File: src/rtl/ctu_pkg.sv
package ctu_pkg;
  localparam int unsigned OFF_TB   = 'h00;
  localparam int unsigned OFF_OE   = 'h10;
  localparam int unsigned OFF_OL   = 'h14;
  localparam int unsigned OFF_IM   = 'h18;
  localparam int unsigned OFF_SSET = 'h1C;
  localparam int unsigned OFF_SCLR = 'h20;
  localparam int unsigned OFF_IE   = 'h24;
  localparam int unsigned OFF_CMP  = 'h80;
  localparam int unsigned OFF_MSK  = 'hC0;
  localparam int unsigned IRQ_MSB  = 15;
endpackage

File: src/rtl/ctu_timebase.sv
module ctu_timebase #(
  parameter int unsigned W = 32
) (
  input  logic         clk_i,
  input  logic         rst_ni,
  input  logic         load_i,
  input  logic [W-1:0] load_val_i,
  output logic [W-1:0] tb_o
);
  logic [W-1:0] tb_q;

  always_ff @(posedge clk_i or negedge rst_ni) begin
    if (!rst_ni)     tb_q <= '0;
    else if (load_i) tb_q <= load_val_i;
    else             tb_q <= tb_q + W'(1);
  end

  assign tb_o = tb_q;


  tb_step_chk: assert property (@(posedge clk_i) disable iff (!rst_ni)
    !load_i |=> tb_o == ($past(tb_o) + W'(1)));

  tb_load_chk: assert property (@(posedge clk_i) disable iff (!rst_ni)
    load_i |=> tb_o == $past(load_val_i));
endmodule

File: src/rtl/ctu_channel.sv
module ctu_channel #(
  parameter int unsigned CMP_W = 5
) (
  input  logic             clk_i,
  input  logic             rst_ni,
  input  logic             cmp_we_i,
  input  logic             msk_we_i,
  input  logic [CMP_W-1:0] wfield_i,
  input  logic [CMP_W-1:0] tb_field_i,
  input  logic             oe_i,
  input  logic             lvl_i,
  output logic [CMP_W-1:0] cmp_o,
  output logic [CMP_W-1:0] msk_o,
  output logic             match_o,
  output logic             pin_o
);
  logic [CMP_W-1:0] cmp_q, msk_q;

  always_ff @(posedge clk_i or negedge rst_ni) begin
    if (!rst_ni) begin
      cmp_q <= '0;
      msk_q <= '0;
    end else begin
      if (cmp_we_i) cmp_q <= wfield_i;
      if (msk_we_i) msk_q <= wfield_i;
    end
  end

  // masked bits are don't-care
  assign match_o = ((tb_field_i ^ cmp_q) & ~msk_q) == '0;
  assign pin_o   = oe_i & (match_o ? lvl_i : ~lvl_i);
  assign cmp_o   = cmp_q;
  assign msk_o   = msk_q;
endmodule

File: src/rtl/ctu_status.sv
module ctu_status #(
  parameter int unsigned NCH = 5
) (
  input  logic           clk_i,
  input  logic           rst_ni,
  input  logic           set_we_i,
  input  logic           clr_we_i,
  input  logic [NCH-1:0] wbits_i,
  input  logic [NCH-1:0] hw_set_i,
  output logic [NCH-1:0] status_o
);
  logic [NCH-1:0] st_q, sw_set, sw_clr;

  assign sw_set = set_we_i ? wbits_i : '0;
  assign sw_clr = clr_we_i ? wbits_i : '0;

  // hardware set overrides a same-cycle clear
  always_ff @(posedge clk_i or negedge rst_ni) begin
    if (!rst_ni) st_q <= '0;
    else         st_q <= (st_q & ~sw_clr) | sw_set | hw_set_i;
  end

  assign status_o = st_q;


  st_sticky_chk: assert property (@(posedge clk_i) disable iff (!rst_ni)
    !clr_we_i |=> (status_o & $past(status_o)) == $past(status_o));

  st_hwset_chk: assert property (@(posedge clk_i) disable iff (!rst_ni)
    (hw_set_i != '0) |=> (status_o & $past(hw_set_i)) == $past(hw_set_i));
endmodule

File: src/rtl/cmp_timer_unit.sv
module cmp_timer_unit
  import ctu_pkg::*;
#(
  parameter int unsigned NCH    = 5,
  parameter int unsigned CMP_W  = 5,
  parameter int unsigned DATA_W = 32,
  parameter int unsigned ADDR_W = 8
) (
  input  logic                clk_i,
  input  logic                rst_ni,
  input  logic                req_i,
  input  logic                we_i,
  input  logic [DATA_W/8-1:0] be_i,
  input  logic [ADDR_W-1:0]   addr_i,
  input  logic [DATA_W-1:0]   wdata_i,
  output logic [DATA_W-1:0]   rdata_o,
  output logic [NCH-1:0]      pin_o,
  output logic [NCH-1:0]      irq_o
);
  localparam int unsigned CMP_LSB = DATA_W - CMP_W;

  logic                full, wr, aligned;
  logic [DATA_W-1:0]   tb, rd_val, rdata_q;
  logic [NCH-1:0]      oe_q, ol_q, im_q, ie_q, status, match, wr_out_bits, wr_irq_bits;
  logic [CMP_W-1:0]    cmp_a [NCH];
  logic [CMP_W-1:0]    msk_a [NCH];

  assign full    = req_i && (be_i == '1);
  assign wr      = full && we_i;
  assign aligned = addr_i[1:0] == 2'b00;

  function automatic logic hit(input logic [ADDR_W-1:0] a, input int unsigned off);
    return a == ADDR_W'(off);
  endfunction

  // channel n sits at MSB-n of its field
  always_comb begin
    for (int n = 0; n < NCH; n++) begin
      wr_out_bits[n] = wdata_i[DATA_W-1-n];
      wr_irq_bits[n] = wdata_i[IRQ_MSB-n];
    end
  end

  ctu_timebase #(.W(DATA_W)) u_tb (
    .clk_i, .rst_ni,
    .load_i     (wr && hit(addr_i, OFF_TB)),
    .load_val_i (wdata_i),
    .tb_o       (tb)
  );

  always_ff @(posedge clk_i or negedge rst_ni) begin
    if (!rst_ni) begin
      oe_q <= '0; ol_q <= '0; im_q <= '0; ie_q <= '0;
    end else if (wr) begin
      if (hit(addr_i, OFF_OE)) oe_q <= wr_out_bits;
      if (hit(addr_i, OFF_OL)) ol_q <= wr_out_bits;
      if (hit(addr_i, OFF_IM)) im_q <= wr_irq_bits;
      if (hit(addr_i, OFF_IE)) ie_q <= wr_irq_bits;
    end
  end

  for (genvar g = 0; g < NCH; g++) begin : g_ch
    ctu_channel #(.CMP_W(CMP_W)) u_ch (
      .clk_i, .rst_ni,
      .cmp_we_i   (wr && hit(addr_i, OFF_CMP + 4*g)),
      .msk_we_i   (wr && hit(addr_i, OFF_MSK + 4*g)),
      .wfield_i   (wdata_i[DATA_W-1 -: CMP_W]),
      .tb_field_i (tb[DATA_W-1 -: CMP_W]),
      .oe_i       (oe_q[g]),
      .lvl_i      (ol_q[g]),
      .cmp_o      (cmp_a[g]),
      .msk_o      (msk_a[g]),
      .match_o    (match[g]),
      .pin_o      (pin_o[g])
    );
  end

  ctu_status #(.NCH(NCH)) u_st (
    .clk_i, .rst_ni,
    .set_we_i (wr && hit(addr_i, OFF_SSET)),
    .clr_we_i (wr && hit(addr_i, OFF_SCLR)),
    .wbits_i  (wr_irq_bits),
    .hw_set_i (match & ie_q),
    .status_o (status)
  );

  assign irq_o = status & im_q;

  always_comb begin
    rd_val = '1;
    if (full && aligned) begin
      if (hit(addr_i, OFF_TB)) rd_val = tb;
      if (hit(addr_i, OFF_OE) || hit(addr_i, OFF_OL) || hit(addr_i, OFF_IM) ||
          hit(addr_i, OFF_SSET) || hit(addr_i, OFF_SCLR) || hit(addr_i, OFF_IE))
        rd_val = '0;
      for (int n = 0; n < NCH; n++) begin
        if (hit(addr_i, OFF_OE)) rd_val[DATA_W-1-n] = oe_q[n];
        if (hit(addr_i, OFF_OL)) rd_val[DATA_W-1-n] = ol_q[n];
        if (hit(addr_i, OFF_IM)) rd_val[IRQ_MSB-n]  = im_q[n];
        if (hit(addr_i, OFF_SSET) || hit(addr_i, OFF_SCLR)) rd_val[IRQ_MSB-n] = status[n];
        if (hit(addr_i, OFF_IE)) rd_val[IRQ_MSB-n]  = ie_q[n];
        if (hit(addr_i, OFF_CMP + 4*n)) rd_val = {cmp_a[n], {CMP_LSB{1'b0}}};
        if (hit(addr_i, OFF_MSK + 4*n)) rd_val = {msk_a[n], {CMP_LSB{1'b0}}};
      end
    end
  end

  always_ff @(posedge clk_i or negedge rst_ni) begin
    if (!rst_ni)             rdata_q <= '0;
    else if (req_i && !we_i) rdata_q <= rd_val;
  end

  assign rdata_o = rdata_q;


  partial_rd_chk: assert property (@(posedge clk_i) disable iff (!rst_ni)
    (req_i && !we_i && be_i != '1) |=> rdata_o == '1);

  misalign_rd_chk: assert property (@(posedge clk_i) disable iff (!rst_ni)
    (req_i && !we_i && addr_i[1:0] != 2'b00) |=> rdata_o == '1);
endmodule

File: config.mk
export PLATFORM = sky130hd
export DESIGN_NAME = cmp_timer_unit
export DESIGN_NICKNAME = d
export VERILOG_FILES = /design/src/rtl/ctu_pkg.sv /design/src/rtl/ctu_timebase.sv /design/src/rtl/ctu_channel.sv /design/src/rtl/ctu_status.sv /design/src/rtl/cmp_timer_unit.sv
export SDC_FILE = /design/constraint.sdc
export NUM_CORES = 1
export LEC_CHECK = 0
export ABC_AREA = 1
export ABC_CLOCK_PERIOD_IN_PS = 2310
export BUFFER_PORTS_ARGS = -buffer_cell sky130_fd_sc_hd__buf_2
export CORE_ASPECT_RATIO = 1.4
export CORE_UTILIZATION = 59
export CTS_CLUSTER_DIAMETER = 120
export DETAILED_ROUTE_END_ITERATION = 6
export PLACE_DENSITY_LB_ADDON = 0.1
export SYNTH_ARGS = -nofsm -noshare
export SYNTH_HDL_FRONTEND = slang
export SYNTH_SLANG_ARGS = --single-unit
File: constraint.sdc
create_clock -name clk_i -period 2.31 [get_ports clk_i]
set_clock_uncertainty 0.15 [all_clocks]
set_input_delay 0.1155 -clock clk_i [delete_from_list [all_inputs] [get_ports clk_i]]
set_output_delay 0.1155 -clock clk_i [all_outputs]
set_load 0.1 [all_outputs]
# After elaboration in Yosys (flattened, before gate mapping)
# Index checks and enable logic that the tools add are counted.
[word_totals]
wordCells = 149
input_bits = 48
regBits = 139
[classes]
bitwise = 31
mux = 48
reduce_logical = 35
add_sub_neg = 1
eq_ne = 17
[ops]
columns = ["cell", "n"]
rows = [
  ["32-bit 2-to-1 mux", 16],
  ["8-bit equality test, second input constant", 10],
  ["5-bit AND", 8],
  ["32-bit by 1-bit adder with 32-bit output, second input constant", 1],
  ["8-bit by 5-bit equality test with 1-bit output, second input constant", 4],
  ["1-bit 2-to-1 mux", 30],
  ["5-bit inverter", 6],
  ["5-bit logical NOT", 5],
  ["5-bit bitwise XOR", 5],
  ["1-bit logical AND", 17],
  ["8-bit by 6-bit equality test with 1-bit output, second input constant", 2],
  ["5-bit 2-to-1 mux", 2],
  ["5-bit OR", 2],
  ["8-bit logical NOT", 1],
  ["2-bit AND reduction", 4],
  ["1-bit logical OR", 6],
  ["1-bit AND", 5],
  ["1-bit inverter", 5],
  ["4-bit equality test, second input constant", 1],
  ["2-bit logical NOT", 1],
  ["1-bit logical NOT", 1],
]

# Logic depth before layout (Yosys ltp)
# Gate-level depths: netlist (run 1).
[logic_depth]
ltp_word = 35
ltp_mapped = 18

# Modules after synthesis
# Synthesis (run 1) repeated with hierarchy kept, for this count alone.
[hier_totals]
cells_unflattened = 1199
hier_area_um2 = 8370.5
[by_module_without_submodules]
columns = ["mod", "area_each_um2", "cells_each", "seq_area_each_um2", "n_inst"]
rows = [
  ["cmp_timer_unit", 3315.7, 487, 1301.2, 1],
  ["ctu_channel", 551.8, 74, 250.2, 5],
  ["ctu_timebase", 2089.5, 317, 800.8, 1],
  ["ctu_status", 206.4, 25, 125.1, 1],
]

# Worst setup path after synthesis (run 1)
# Ideal clock, no wire load.
[synth_path]
kind = "register to register"
startpoint = "register u_tb.tb_q[0] (netlist: u_tb.tb_o[0])"
endpoint = "register u_tb.tb_q[28] (netlist: u_tb.tb_o[28])"
required_time_ns = 2.034
stages_incl_launch_ff = 14
t_arrival_ns = 1.806
setup_slack_ns = 0.227
path_buffers = 0
cell_sequence = "dfrtp_1 > ha_1 > nand3_2 > nor2_2 > nand2_2 > nor2_4 > nand3_2 > nor2_4 > nand4_4 > nor4_4 > nand2_1 > xor2_1 > nand2_2 > o21ai_2"
[synth_via]
elab_chain_len = 2
[synth_lines]
columns = ["item", "line", "source"]
rows = [
  ["start, declared", "ctu_timebase.sv:10", "logic [W-1:0] tb_q;"],
  ["start signal, assigned", "ctu_timebase.sv:14", "else if (load_i) tb_q <= load_val_i;"],
  ["start signal, assigned", "ctu_timebase.sv:15", "else tb_q <= tb_q + W'(1);"],
  ["32-bit by 1-bit adder with 32-bit output", "ctu_timebase.sv:15", ""],
  ["32-bit 2-to-1 mux", "ctu_timebase.sv:14", ""],
]
# Every way passes these cells.
# A chain may end at the register's enable or synchronous reset.

# Worst setup path in the final report (run 1)
[layout_path]
startpoint = "register u_tb.tb_q[30] (netlist: u_tb.tb_o[30])"
endpoint = "output port pin_o[4]"
[layout_via]
elab_chain_len = 5
[layout_lines]
columns = ["item", "line", "source"]
rows = [
  ["5-bit bitwise XOR", "ctu_channel.sv:30", "assign match_o = ((tb_field_i ^ cmp_q) & ~msk_q) == '0;"],
  ["5-bit AND", "ctu_channel.sv:30", ""],
  ["5-bit logical NOT", "ctu_channel.sv:30", ""],
  ["1-bit 2-to-1 mux", "ctu_channel.sv:31", "assign pin_o = oe_i & (match_o ? lvl_i : ~lvl_i);"],
  ["1-bit AND", "ctu_channel.sv:31", ""],
  ["end, declared", "cmp_timer_unit.sv:17", "output logic [NCH-1:0] pin_o,"],
]
# Every way passes these cells.

==> results of run 1 <==
state kept, by name, indices dropped and copies added, names as in the netlist:
name / flops
oe_q: 5
rdata_o: 32
g_ch.u_ch.cmp_o: 25
ol_q: 5
u_tb.tb_o: 32
g_ch.u_ch.msk_o: 25
u_st.status_o: 5
ie_q: 5
im_q: 5
what timing repair did:
action,4_1_cts,5_1_grt
gates resized for setup,19,32
hold buffers,28,0
buffers inserted,7,3
pin swaps,2,8
setup endpoints to repair,5,11
endpoints found under the hold margin,102,0
worst paths after layout:
kind                                       startpoint               endpoint  slack, ns  cells after the start
worst max-delay path                    u_tb.tb_o[30]               pin_o[4]     -0.003                      8
worst min register to register  g_ch[4].u_ch.cmp_o[2]  g_ch[4].u_ch.cmp_o[2]       0.34                      2
worst max register to register           u_tb.tb_o[0]          u_tb.tb_o[28]       0.04                     13
max in group asynchronous                      rst_ni  g_ch[2].u_ch.msk_o[2]       1.13                      3
worst min-delay path                        addr_i[6]            rdata_o[29]       0.04                      4
min in group asynchronous                      rst_ni            rdata_o[10]       0.09                      2
final cells by class:
class / instances / area share
Multi-Input combinational cell: 702 / 0.379
Clock buffer: 18 / 0.0449
Tap cell: 150 / 0.0196
Inverter: 102 / 0.0403
Sequential cell: 139 / 0.364
Timing Repair Buffer: 170 / 0.133
Clock inverter: 12 / 0.0183
metal layers:
layer	wire length [um]	up-vias	global-route usage
met5	0	-	0
met4	1280	0	0.215
met3	1220	90	0.0557
met2	11200	312	0.599
met1	8640	3424	0.404
li1	-	3510	-
critical path: cells and delay by family, from the launching register on:
family                    cells  cell delay [ns]
DFF                           1             0.42
AOI/OAI and AO/OA             1             0.19
xor gates and xnor gates      2             0.25
buffers and inverters         3             0.51
and+or+nand+nor               2             0.24
synthesized netlist by cell type, types with 2 or more instances:
library cell	instances	share of area
a211oi_1	3	0.0030
a21oi_1	72	0.048
a221oi_1	7	0.0082
buf_2	3	0.0020
buf_4	9	0.0090
clkbuf_1	20	0.010
dfrtp_1	139	0.46
inv_1	89	0.045
inv_2	12	0.0060
nand2_1	245	0.12
nand2_2	8	0.0067
nand3_1	28	0.019
nand3_2	5	0.0067
nand4_1	3	0.0025
nor2_1	81	0.041
nor2_2	12	0.010
nor2_4	6	0.0090
nor3_1	11	0.0073
nor3_2	5	0.0067
nor4_1	3	0.0025
o2111ai_1	5	0.0058
o21ai_0	126	0.084
o21ai_1	32	0.021
o21ai_2	2	0.0023
o22ai_1	5	0.0042
o31ai_1	2	0.0020
or2_0	2	0.0017
xnor2_1	10	0.012
xor2_1	17	0.020
power breakdown:
part,internal [uW],total [uW],switching [uW]
registers,2500,2600,96.0
logic,162,421,260
clock network,1790,2830,1040
cell families after synthesis:
kind of cell / share of synthesized area
flip-flops: 0.464
XOR/XNOR: 0.0316
buffers and inverters: 0.0721
AO/OA/AOI/OAI: 0.183
adder cells (fa/ha/maj): 0.00167
AND/OR/NAND/NOR: 0.247
stage by stage:
stage | TNS (ns) | area [um^2] | total power [uW] | instances
3_3_place_gp | 0 | 8400 | 3000 | 1225
5_1_grt | -0.267 | 9560 | 6030 | 1293
6_report | -0.00310 | 9560 | 5850 | 1293
4_1_cts | -0.0227 | 9400 | 5850 | 1290
2_1_floorplan | 0 | 7490 | 2810 | 975
3_5_place_dp | 0 | 8400 | 3000 | 1225
==> reports/results.txt, run 1 <==
Root Driver - clkbuf_16
most frequent cells in the layout - 245 x nand2_1, 135 x dfrtp_1, 116 x o21ai_0
crit-path max FO - 3
Yosys warnings - 0
Leak - 0.00425 uW
Starting DRT DRC Count - 553
TritonRoute pass-1 iters - 7
sequential cell area - 0.00348 mm^2
Startpoint Class - register
PD cells - 612 mW/mm^2
Max Root-Sink Buffers - 2
gr ovfl total - 0
failing checks - design-rule violations, negative setup slack
syn nets - 1024
Seq/Total Area, Yosys - 0.464
H-tree depth - 4
Final Slew Violations - 0
f_max - 0.432 GHz
final core utilization - 0.773
total CTS buffers - 17
Max stage delay on crit path - 0.42 ns
final setup margin - -0.00310 ns
Detail Route Antenna Nets - 0
Cells after Synth - 975
post-route clock period utilization - 1.00
Synth Register Bits - 139
Vias - 7336
run status - complete, but fails checks
synthesized area - 0.00749 mm^2
DP HPWL - 15500 um
Routed WL - 22300 um
Num Clock Sinks - 139
Core Area - 0.0124 mm^2
EDFF count, synth - 0
Fillers - 929
Boundary Pins - 90
average instance area after synthesis - 7.69 um^2
largest net degree at the start of global routing - 63
Period minus WS final - 2.31 ns
Reg clk slew, reported paths - 0.06 ns
Hold Vio Cnt, Final - 0
first-pass GRT wire length - 35400 um
Crit Path Class - register to primary output
Multi-input gate area - 0.00363 mm^2
number of global-route vias before repair - 7163
most common cell after layout, fill and taps aside - nand2_1
Worst Hold Slack - 0.0396 ns
initial antenna violation count - 0
Worst setup EP type - primary output
slowest CP cell - dfrtp_1
Vias/cell - 5.67
max-cap violation count - 0
Total Nets Final - 1181
Setup WS pre-CTS - 0.0633 ns
worst skew pair latency - 0.43 ns
unrepaired setup endpoints after global routing - yes
chip width - 97.3 um
CTS tree - built
final number of setup-violating endpoints - 1
normalized max-slew margin - 0.594
Buffers on Ports - 89
die height - 135 um
row count - 48
routability cong. - 0.988
wire per inst - 17.3 um
Die ar. - 0.0132 mm^2
post-synthesis cell type count - 42
maximum vdd ir drop - 468 uV
ANT cells - 0
Area growth, synth to finish - 27.5%
Slew @ Worst Pin - 0.609 ns
Total Routing Usage GR - 0.346
data required time of the worst path - 2.04 ns
HP Class - primary input to register
share of layout cells above drive strength 1 - 0.222
async set-or-reset flop fraction in the synthesized netlist - 1.00
Initial Util - 0.606
Synth Flop Type - dfrtp_1
post-route DRC violation count - 10
Arr. time, crit path - 2.05 ns
crit-path cells - buf_6 > xnor2_1 > o22ai_1 > nor3_2 > buf_4 > xor2_1 > nor2_1 > buf_12
No activity file was read; power rests on OpenSTA's default activity.
==> run 2, diff against run 1 <==
--- a/config.mk
+++ b/config.mk
@@ -9,10 +9,11 @@
 export ABC_CLOCK_PERIOD_IN_PS = 2310
 export BUFFER_PORTS_ARGS = -buffer_cell sky130_fd_sc_hd__buf_2
 export CORE_ASPECT_RATIO = 1.4
-export CORE_UTILIZATION = 59
+export CORE_UTILIZATION = 60
 export CTS_CLUSTER_DIAMETER = 120
 export DETAILED_ROUTE_END_ITERATION = 6
 export PLACE_DENSITY_LB_ADDON = 0.1
 export SYNTH_ARGS = -nofsm -noshare
 export SYNTH_HDL_FRONTEND = slang
+export SYNTH_HIERARCHICAL = 1
 export SYNTH_SLANG_ARGS = --single-unit
==> reports/results.txt, run 2 <==
Area growth, synth to finish - 21.6%
Root Driver - clkbuf_16
Vias/cell - 5.34 (-5.8%)
commonest cells in the netlist - 372 x nand2_1, 158 x inv_1, 139 x dfrtp_1
syn nets - 1248 (+22%)
die height - 142 um (+4.7%)
number of global-route vias before repair - 7989 (+12%)
EDFF count, synth - 0 (unchanged)
wire per inst - 15.6 um (-9.4%)
H-tree depth - 4 (unchanged)
Total Nets Final - 1388 (+18%)
Max Root-Sink Buffers - 2 (unchanged)
slowest CP cell - dfrtp_2
Fillers - 1095 (+18%)
synth top area cells - dfrtp_1 42%, nand2_1 17%, inv_1 7.1%
data required time of the worst path - 2.04 ns (about the same)
cell with the most instances after synthesis - nand2_1
first-pass GRT wire length - 38200 um (+8.1%)
crit-path cells - nand2_1 > nand3_2 > nand3_2 > nor2_4 > nor2_1 > nor2_2 > buf_12
total CTS buffers - 17 (unchanged)
Num Clock Sinks - 139 (unchanged)
Final Slew Violations - 0 (unchanged)
average instance area after synthesis - 6.98 um^2 (-9.2%)
most frequent cells in the layout - 372 x nand2_1, 158 x inv_1, 136 x dfrtp_1
Worst Reg-to-Reg Cells - 12 (-1)
post-synthesis cell type count - 37 (-12%)
Startpoint Class - register
initial antenna violation count - 0 (unchanged)
cell mode on critical path - nand3_2
Synth Flop Type - dfrtp_1
Detail Route Antenna Nets - 0 (unchanged)
Synth Register Bits - 139 (unchanged)
Yosys warnings - 6 (+6)
row count - 50 (+4.2%)
run status - completed
final core utilization - 0.753 (-0.0196)
M1 WL - 9420 um (+8.9%)
largest net degree at the start of global routing - 63 (unchanged)
Leak - 0.00472 uW (+11%)
uppermost layer routed - met4
chip width - 102 um (+4.7%)
Routed WL - 24000 um (+7.5%)
f_max - 0.455 GHz (+5.2%)
max-cap violation count - 0 (unchanged)
Boundary Pins - 90 (unchanged)
Seq/Total Area, Yosys - 0.416 (-0.0486)
TritonRoute pass-1 iters - 5 (-2)
maximum vdd ir drop - 417 uV (-11%)
share of layout cells above drive strength 1 - 0.189 (-0.0329)
Multi-input gate area - 0.00408 mm^2 (+12%)
synthesized area - 0.00837 mm^2 (+12%)
Cells after Synth - 1199 (+23%)
Yosys top cell by area - dfrtp_1
Starting DRT DRC Count - 406 (-27%)
Hold Vio Cnt, Final - 0 (unchanged)
gr ovfl total - 0 (unchanged)
DP HPWL - 17400 um (+12%)
wire length on met3 - 1070 um (-12%)
Worst setup EP type - primary output
Hold Path Depth - 5 (+1)
HP Class - primary input to register
crit-path max FO - 14 (+11)
PD cells - 575 mW/mm^2 (-6.0%)
setup TNS - 0 ns (+0.00310 ns)
final number of setup-violating endpoints - 0 (-1)
normalized max-slew margin - 0.618 (+0.0236)
Reg clk slew, reported paths - 0.07 ns (about the same)
post-route DRC violation count - 0 (-10)
Total Routing Usage GR - 0.349 (+0.00284)
Vias - 8198 (+12%)
Synth top area share - 0.416 (-0.0486)
Setup WS pre-CTS - 0.0823 ns (+0.0190 ns)
CTS tree - built
Max stage delay on crit path - 0.58 ns (+0.16 ns)
most common cell after layout, fill and taps aside - nand2_1
sequential cell area - 0.00348 mm^2 (about the same)
Buffers on Ports - 89 (unchanged)
ANT cells - 0 (unchanged)
unrepaired setup endpoints after global routing - no
Core Area - 0.0135 mm^2 (+9.2%)
final setup margin - 0.111 ns (+0.114 ns)
async set-or-reset flop fraction in the synthesized netlist - 1.00 (unchanged)
Die ar. - 0.0144 mm^2 (+9.6%)
Slew @ Worst Pin - 0.574 ns (-0.0355 ns)
Period minus WS final - 2.20 ns (-0.114 ns)
post-route clock period utilization - 0.952 (-0.0493)
Crit Path Class - register to primary output
routability cong. - 0.959 (-2.9%)
Initial Util - 0.619 (+0.0137)
worst skew pair latency - 0.42 ns (about the same)
Arr. time, crit path - 1.93 ns (-0.12 ns)
WL met2 - 12400 um (+11%)
[run 2: cell types whose count changed after synthesis, sizes merged, moves of 9 or more]
cell	delta
a21oi	-23
inv	+65
nor3	-9
nand3	+54
nor2	+52
clkinv	+15
xnor2	-10
o21ai	-46
xor2	-12
or2	+12
nand2	+137
[run 2: repair_timing]
action,4_1_cts,5_1_grt
buffers inserted,0,0
resized for setup,3,1
endpoints found under the setup margin,5,1
gates cloned,0,0
hold buffers,33,0
endpoints found under the hold margin,241,0
[run 2: kinds of logic (layout without fill, tap and decap cells)]
kind of cell,Yosys count,in the layout,synth area share
buffers and inverters,212,365,0.0988
adders and majority gates,1,1,0.00149
xor gates and xnor gates,5,5,0.00523
AOI/OAI and AO/OA,180,180,0.114
DFF,139,139,0.416
and+or+nand+nor,662,662,0.365
[run 2: area by class of cell]
| class | count | share of cell area |
|---|---|---|
| inverters | 182 | 0.0671 |
| clock buffers | 17 | 0.0418 |
| clock inverters | 15 | 0.0150 |
| flip-flops and latches | 139 | 0.342 |
| multi-input cells | 848 | 0.401 |
| well taps | 182 | 0.0224 |
| repair buffers | 151 | 0.111 |
[run 2: per-stage QoR]
| stage | std cells | total power [uW] | hold slack (ns) | instance area, um^2 |
|---|---|---|---|---|
| floorplan | 1199 | 2920 | -0.330 | 8370 |
| global placement | 1469 | 3120 | -0.00925 | 9260 |
| global route | 1534 | 6050 | 0.0724 | 10200 |
| CTS | 1534 | 5880 | 0.0237 | 10200 |
| detailed placement | 1469 | 3140 | -0.0121 | 9260 |
| finish | 1534 | 5850 | 0.0429 | 10200 |
[run 2: metal layers]
| metal | track usage | vias up |
|---|---|---|
| li1 | - | 4032 |
| met1 | 0.390 | 3794 |
| met2 | 0.626 | 289 |
| met3 | 0.0547 | 83 |
| met4 | 0.191 | 0 |
| met5 | 0 | - |
[run 2: path summary, 6_finish.rpt]
check                               from               endpoint  slack [ns]
setup / recovery           u_tb/tb_o[30]               pin_o[3]        0.11
hold / removal                 addr_i[6]            rdata_o[30]        0.04
setup reg to reg           u_tb/tb_o[30]            rdata_o[30]        0.48
hold reg to reg              rdata_o[28]            rdata_o[28]        0.36
max in group asynchronous         rst_ni  g_ch[2].u_ch/cmp_o[0]        1.26
min in group asynchronous         rst_ni             rdata_o[4]        0.10
[run 2: critical path, delay by kind of cell (launching register included)]
kind	cells	cell delay, ns
simple gates	6	0.72
flops	1	0.58
buf+inv	1	0.20
[run 2: report_power, final]
group	internal [uW]	total, uW	switching, uW
Combinational	190	508	317
Sequential	2520	2630	109
Clock	1530	2710	1190
